**config.mk**
```make
export PLATFORM = sky130hd
export DESIGN_NAME = hpc_counter
export DESIGN_NICKNAME = d
export VERILOG_FILES = /design/src/rtl/hpc_pkg.sv /design/src/rtl/hpc_evt_filter.sv /design/src/rtl/hpc_count_core.sv /design/src/rtl/hpc_ovf_ctl.sv /design/src/rtl/hpc_counter.sv
export SDC_FILE = /design/constraint.sdc
export NUM_CORES = 1
export LEC_CHECK = 0
export CORE_ASPECT_RATIO = 1.2
export CORE_MARGIN = 5
export CORE_UTILIZATION = 48
export DETAILED_ROUTE_END_ITERATION = 12
export HOLD_SLACK_MARGIN = 0.02
export PLACE_DENSITY = 0.83
export SLEW_MARGIN = 20
export SYNTH_ARGS = -nofsm -noshare
export SYNTH_HDL_FRONTEND = slang
export SYNTH_SLANG_ARGS = --single-unit
```
**constraint.sdc**
```tcl
create_clock -name clk -period 3.3 [get_ports clk]
set_clock_uncertainty 0.05 [all_clocks]
set_input_delay 0.33 -clock clk [delete_from_list [all_inputs] [get_ports clk]]
set_output_delay 0.33 -clock clk [all_outputs]
set_load 0.02 [all_outputs]
```
**src/rtl/hpc_pkg.sv**
```systemverilog
package hpc_pkg;

  // privilege level encoding as seen on priv_lvl
  typedef enum logic [1:0] {
    PRV_USER  = 2'b00,
    PRV_SUPER = 2'b01,
    PRV_RSVD  = 2'b10,
    PRV_MACH  = 2'b11
  } hpc_priv_e;

  // mode inhibit bits, packed in control-field order
  typedef struct packed {
    logic mach;
    logic sup;
    logic usr;
    logic vsup;
    logic vusr;
  } hpc_inh_t;

  localparam int CTL_W  = 6;
  localparam int OF_POS = CTL_W - 1;

  // is a pulse blocked by the mode filter in this privilege/virt state
  function automatic logic mode_blocked(input hpc_priv_e p, input logic v,
                                        input hpc_inh_t b);
    case (p)
      PRV_MACH:  return b.mach;
      PRV_SUPER: return v ? b.vsup : b.sup;
      PRV_USER:  return v ? b.vusr : b.usr;
      default:   return 1'b0;
    endcase
  endfunction

endpackage

```
**src/rtl/hpc_evt_filter.sv**
```systemverilog
module hpc_evt_filter
  import hpc_pkg::*;
(
  input  logic                clk,
  input  logic                rst_n,
  input  logic                evt_pulse,
  input  logic [1:0]          priv_lvl,
  input  logic                virt_on,
  input  logic                cnt_inhibit,
  input  logic                split_mode,
  input  logic [1:0]          ctl_wr_en,
  input  logic [CTL_W-2:0]    inh_wr_bits,
  output logic                ctl_take,
  output logic                evt_ok
);

  hpc_inh_t inh_q;
  logic     mode_blk;

  // split mode: upper word carries the field; full mode: the single word
  assign ctl_take = split_mode ? ctl_wr_en[1] : ctl_wr_en[0];

  always_ff @(posedge clk or negedge rst_n) begin
    if (!rst_n)        inh_q <= '0;
    else if (ctl_take) inh_q <= hpc_inh_t'(inh_wr_bits);
  end

  assign mode_blk = mode_blocked(hpc_priv_e'(priv_lvl), virt_on, inh_q);
  assign evt_ok   = evt_pulse & ~cnt_inhibit & ~mode_blk;

  AST_MACH_VIRT_IGNORED: assert property (@(posedge clk) disable iff (!rst_n)
    (priv_lvl == 2'b11) |-> (mode_blk == inh_q.mach)) else $error("mach filter");

endmodule

```
**src/rtl/hpc_count_core.sv**
```systemverilog
module hpc_count_core #(
  parameter int CNT_W = 64
) (
  input  logic             clk,
  input  logic             rst_n,
  input  logic             evt_ok,
  input  logic             split_mode,
  input  logic [1:0]       cnt_wr_en,
  input  logic [CNT_W-1:0] cnt_wr_data,
  output logic [CNT_W-1:0] cnt_q,
  output logic             wrap_evt
);

  localparam int HALF_W   = CNT_W / 2;
  localparam int NUM_HALF = 2;
  localparam logic [HALF_W-1:0] ONE_H = {{(HALF_W-1){1'b0}}, 1'b1};
  localparam logic [CNT_W-1:0]  ONE_F = {{(CNT_W-1){1'b0}}, 1'b1};

  // next count for one counted pulse
  function automatic logic [CNT_W-1:0] bump(input logic [CNT_W-1:0] c,
                                            input logic split);
    logic [HALF_W-1:0] lo, hi;
    lo = c[HALF_W-1:0];
    hi = c[CNT_W-1:HALF_W];
    if (!split)       return c + ONE_F;
    if (lo != '1)     return {hi, lo + ONE_H};
    if (hi != '1)     return {hi + ONE_H, lo};
    return '0;
  endfunction

  logic             wr_any;
  logic             inc;
  logic [CNT_W-1:0] bumped;
  logic [CNT_W-1:0] cnt_d;

  assign wr_any   = |cnt_wr_en;
  assign inc      = evt_ok & ~wr_any;
  assign bumped   = bump(cnt_q, split_mode);
  assign wrap_evt = inc & (cnt_q == '1);

  for (genvar h = 0; h < NUM_HALF; h++) begin : g_half
    assign cnt_d[h*HALF_W +: HALF_W] =
      cnt_wr_en[h] ? cnt_wr_data[h*HALF_W +: HALF_W] :
      inc          ? bumped[h*HALF_W +: HALF_W]      :
                     cnt_q[h*HALF_W +: HALF_W];
  end

  always_ff @(posedge clk or negedge rst_n) begin
    if (!rst_n) cnt_q <= '0;
    else        cnt_q <= cnt_d;
  end

  AST_WRAP_ZERO: assert property (@(posedge clk) disable iff (!rst_n)
    wrap_evt |=> (cnt_q == '0)) else $error("wrap not zero");
  AST_WRITE_WINS: assert property (@(posedge clk) disable iff (!rst_n)
    cnt_wr_en[0] |=> (cnt_q[HALF_W-1:0] == $past(cnt_wr_data[HALF_W-1:0])))
    else $error("write lost");
  AST_SPLIT_LO_HOLD: assert property (@(posedge clk) disable iff (!rst_n)
    (inc && split_mode && cnt_q[HALF_W-1:0] == '1 && cnt_q[CNT_W-1:HALF_W] != '1)
    |=> (cnt_q[HALF_W-1:0] == '1)) else $error("low half moved");

endmodule

```
**src/rtl/hpc_ovf_ctl.sv**
```systemverilog
module hpc_ovf_ctl (
  input  logic clk,
  input  logic rst_n,
  input  logic wrap_evt,
  input  logic sw_of_we,
  input  logic sw_of_val,
  input  logic irq_clr,
  output logic flag_q,
  output logic irq_q
);

  logic raise;

  assign raise = wrap_evt & ~flag_q;

  always_ff @(posedge clk or negedge rst_n) begin
    if (!rst_n) begin
      flag_q <= 1'b0;
      irq_q  <= 1'b0;
    end else begin
      // hardware set beats a same-cycle software write
      if (wrap_evt)      flag_q <= 1'b1;
      else if (sw_of_we) flag_q <= sw_of_val;
      if (raise)         irq_q  <= 1'b1;
      else if (irq_clr)  irq_q  <= 1'b0;
    end
  end

  AST_OVF_STICKY: assert property (@(posedge clk) disable iff (!rst_n)
    (flag_q && !(sw_of_we && !sw_of_val)) |=> flag_q) else $error("flag dropped");
  AST_IRQ_NEEDS_ARM: assert property (@(posedge clk) disable iff (!rst_n)
    $rose(irq_q) |-> $rose(flag_q)) else $error("irq without arm");
  AST_IRQ_HOLD: assert property (@(posedge clk) disable iff (!rst_n)
    (irq_q && !irq_clr) |=> irq_q) else $error("irq dropped");

endmodule

```
**src/rtl/hpc_counter.sv**
```systemverilog
module hpc_counter
  import hpc_pkg::*;
#(
  parameter int CNT_W = 64
) (
  input  logic             clk,
  input  logic             rst_n,
  input  logic             evt_pulse,
  input  logic [1:0]       priv_lvl,
  input  logic             virt_on,
  input  logic             cnt_inhibit,
  input  logic             split_mode,
  input  logic [1:0]       cnt_wr_en,
  input  logic [CNT_W-1:0] cnt_wr_data,
  input  logic [1:0]       ctl_wr_en,
  input  logic [5:0]       ctl_wr_data,
  input  logic             irq_clr,
  output logic [CNT_W-1:0] count_o,
  output logic             ovf_flag_o,
  output logic             ovf_irq_o
);

  logic ctl_take;
  logic evt_ok;
  logic wrap_evt;

  hpc_evt_filter u_filt (
    .clk         (clk),
    .rst_n       (rst_n),
    .evt_pulse   (evt_pulse),
    .priv_lvl    (priv_lvl),
    .virt_on     (virt_on),
    .cnt_inhibit (cnt_inhibit),
    .split_mode  (split_mode),
    .ctl_wr_en   (ctl_wr_en),
    .inh_wr_bits (ctl_wr_data[CTL_W-2:0]),
    .ctl_take    (ctl_take),
    .evt_ok      (evt_ok)
  );

  hpc_count_core #(.CNT_W(CNT_W)) u_core (
    .clk         (clk),
    .rst_n       (rst_n),
    .evt_ok      (evt_ok),
    .split_mode  (split_mode),
    .cnt_wr_en   (cnt_wr_en),
    .cnt_wr_data (cnt_wr_data),
    .cnt_q       (count_o),
    .wrap_evt    (wrap_evt)
  );

  hpc_ovf_ctl u_ovf (
    .clk       (clk),
    .rst_n     (rst_n),
    .wrap_evt  (wrap_evt),
    .sw_of_we  (ctl_take),
    .sw_of_val (ctl_wr_data[OF_POS]),
    .irq_clr   (irq_clr),
    .flag_q    (ovf_flag_o),
    .irq_q     (ovf_irq_o)
  );

  AST_STOP_HOLDS: assert property (@(posedge clk) disable iff (!rst_n)
    (evt_pulse && cnt_inhibit && cnt_wr_en == 2'b00) |=> $stable(count_o))
    else $error("stopped counter moved");

endmodule

```
==> impl_metrics.json <==
{
  "run_status": "complete, no violations",
  "tritoncts": "done",
  "clk_pin_slew_worst_paths_ps": 60,
  "hpwlAfterDp_um": 13150,
  "whs_ps": 452.4,
  "post-route-cell-area_mm2": 0.006823,
  "worst_slack_ps": 360.2,
  "achievable-frequency_ghz": 0.3402,
  "cp_data_required_time_ps": 3460,
  "pin_count": 149,
  "flow.area_growth_from_synthesis_pct": 39.04,
  "holdPathStages": 1,
  "synth_xor_xnor_area_share_pct": 1.963,
  "max-clock-path-buffers": 2,
  "overflow": 0,
  "syn_avg_cell_area_um2": 8.461,
  "cells_after_synthesis": 580,
  "routed_wl_um": 17820,
  "buffer_ports.inserted": 148,
  "setup.worst_path.end_class": "flop",
  "grt_setup_unrepaired": "false",
  "clockPowerShare_pct": 34.8,
  "synth-adder-area-share_pct": 0.5099,
  "crit_type": "flop to flop",
  "yosysTopAreaCellShare_pct": 36.21,
  "dpl.cell_count": 840,
  "yosysSeqAreaShare_pct": 36.21,
  "drt.antenna.violating_nets": 0,
  "detailedRoute.firstIterationViolations": 294,
  "antenna_violations_before_repair": 0,
  "clock_insertion_delay_worst_skew_ps": 340,
  "synth_top_area_cells": "dfrtp_1 36%, nand2_1 5.9%, o21ai_0 4.2%",
  "final_net_count": 811,
  "hp-class": "flop to flop",
  "cts_made_buffers": 9,
  "dominant_combinational_cell_family_by_area_after_synthesis": "simple AND/OR/NAND/NOR gates",
  "synthDominantAreaCellType": "dfrtp_1",
  "syn-num-nets": 665,
  "drive_gt1_share_pct": 8.892,
  "count_of_vias_placed_by_the_detailed_router": 5537,
  "synth_compound_gate_area_share_pct": 24.83,
  "postPlaceCellArea_mm2": 0.006513,
  "globalRouteTotalUtil_pct": 28.97,
  "fin_crit_sh_pct": 89.09,
  "synth_warnings": 0,
  "grt_first_pass_wirelength_um": 28320,
  "layout_min_cycle_time_ps": 2940,
  "initial_utilization_pct": 49.02,
  "transition_at_the_pin_with_the_smallest_max_transition_slack_ps": 875.4,
  "worstPathArrival_ps": 3100,
  "cts.repair.resized": 0,
  "area_of_the_core_mm2": 0.01001,
  "cts_root_buffer": "clkbuf_16",
  "synth.most_common_cell": "nand2_1",
  "floorplan.rows": 40,
  "die_width_um": 102.3,
  "cts.repair_timing.setup_buffer_count": 0,
  "leakagePower_nw": 2.610,
  "share_seq_of_total_power_pct": 39.6,
  "post_drt_via_cell_ratio": 6.461,
  "ff2ff_path_depth": 8,
  "die_h_um": 120.8,
  "maxSlewHeadroom_pct": 40.82,
  "synthSimpleGateAreaFrac_pct": 30.04,
  "antenna_cells": 0,
  "synth_enable_flop_cells": 0,
  "power_per_cell_area_mw_per_mm2": 415.1,
  "crit_path_start_kind": "flop",
  "finalMaxSlewViolations": 0,
  "total_power_mw": 2.832,
  "finalSetupTns_ps": 0,
  "postLayoutCoreUtil_pct": 68.16,
  "p_sw_mw": 0.8949,
  "synth_area_mm2": 0.004907,
  "place_ws_ps": 149.5,
  "cellInternalPower_mw": 1.937,
  "power_switching_share_pct": 31.60,
  "holdBufCountCts": 1,
  "finalHoldViolCount": 0,
  "post_layout_cell_count": 857,
  "first_global_vias": 5550,
  "dieArea_mm2": 0.01235,
  "firstDrtPassIters": 5,
  "htree_num_levels": 3,
  "postSynth.topFlopCell": "dfrtp_1",
  "number_of_synthesized_register_bits": 71,
  "number_of_sinks_driven_by_the_clock_tree": 71,
  "yosysUniqueCellTypes": 74,
  "max_cap_violations": 0,
  "ir_drop_uv": 277.3,
  "setup_viol": 0,
  "most_frequent_cells_after_synthesis": "77 x nand2_1, 71 x dfrtp_1, 45 x nor2_1",
  "yosys-mux-area-fraction_pct": 2.193,
  "drt_drc_violations_left": 0,
  "asyncSetResetFlopFracSynth_pct": 100.0,
  "drt-wirelength-per-cell_um": 20.80,
  "share_comb_of_total_power_pct": 25.5,
  "path_max_fanout": 13,
  "globalplace.congestion": 0.9274,
  "grt_max_degree": 42
}
[metal layers]
layer	GRT usage [%]	vias to the layer above	part of all wire, %
li1	-	2504	-
met1	35.52	2674	39
met2	48.58	303	49
met3	5.828	56	8.3
met4	12.80	0	3.6
met5	0	-	0
[layout by cell type (no fill, tap or decap), types with 7 or more instances in the layout]
cell and n:
a21oi_1 31, a221o_1 12, and3_1 21, and4_1 16
buf_4 20, clkbuf_16 9, clkdlybuf4s50_1 147, dfrtp_1 71
inv_1 8, nand2_1 77, nand3_1 26, nand4_1 20
nor2_1 45, nor3_1 20, o211ai_1 12, o21ai_0 41
o21ai_1 12, or3_1 7, xor2_1 7
[cell type report]
| class | instances | area [um^2] |
|---|---|---|
| clock buffers | 11 | 242.7 |
| clock inverters | 5 | 57.56 |
| fillers | 803 | 3187 |
| inverters | 8 | 30.03 |
| multi-input cells | 467 | 2922 |
| flip-flops and latches | 71 | 1777 |
| well taps | 126 | 157.7 |
| repair buffers | 169 | 1637 |
[critical path, stage by stage, from the launching register on]
cell and delay [ps]:
dfrtp_1 470, ha_1 250, and3_1 250, and3_1 380
a41o_1 490, or2_1 500, a41oi_1 90, o21ai_0 190
o311ai_1 120
[registers in the layout, indices dropped and copies added (netlist names)]
name          count
u_ovf.flag_q      1
u_core.cnt_q     64
u_ovf.irq_q       1
u_filt.inh_q      5
[logic make-up (layout without fill, tap and decap cells)]
group                    Yosys count  in the layout
buffers and inverters             42            193
AO/OA/AOI/OAI                    176            176
flip-flops                        71             71
AND/OR/NAND/NOR                  268            268
XOR/XNOR                          11             11
multiplexers                      10             10
adder cells (fa/ha/maj)            2              2
[final timing paths]
| kind | to | start | slack, ps |
|---|---|---|---|
| worst max-delay path | u_core.cnt_q[11] | u_core.cnt_q[0] | 360 |
| worst min-delay path | u_filt.inh_q[2] | u_filt.inh_q[2] | 450 |
| worst max register to register | u_core.cnt_q[11] | u_core.cnt_q[0] | 360 |
| worst min register to register | u_filt.inh_q[2] | u_filt.inh_q[2] | 450 |
| max in group asynchronous | u_core.cnt_q[27] | rst_n | 1900 |
| min in group asynchronous | u_core.cnt_q[45] | rst_n | 510 |
[power by group through the flow]
stage                     registers, mW  clock network, mW  logic [mW]
after floorplan                    1.19                  0       0.258
after global placement             1.13                  0       0.708
after detailed placement           1.13                  0       0.720
after CTS                          1.12              0.998       0.725
after global routing               1.14               1.03       0.776
final                              1.12              0.986       0.723
Note: power is estimated with default switching activity, not from simulation.
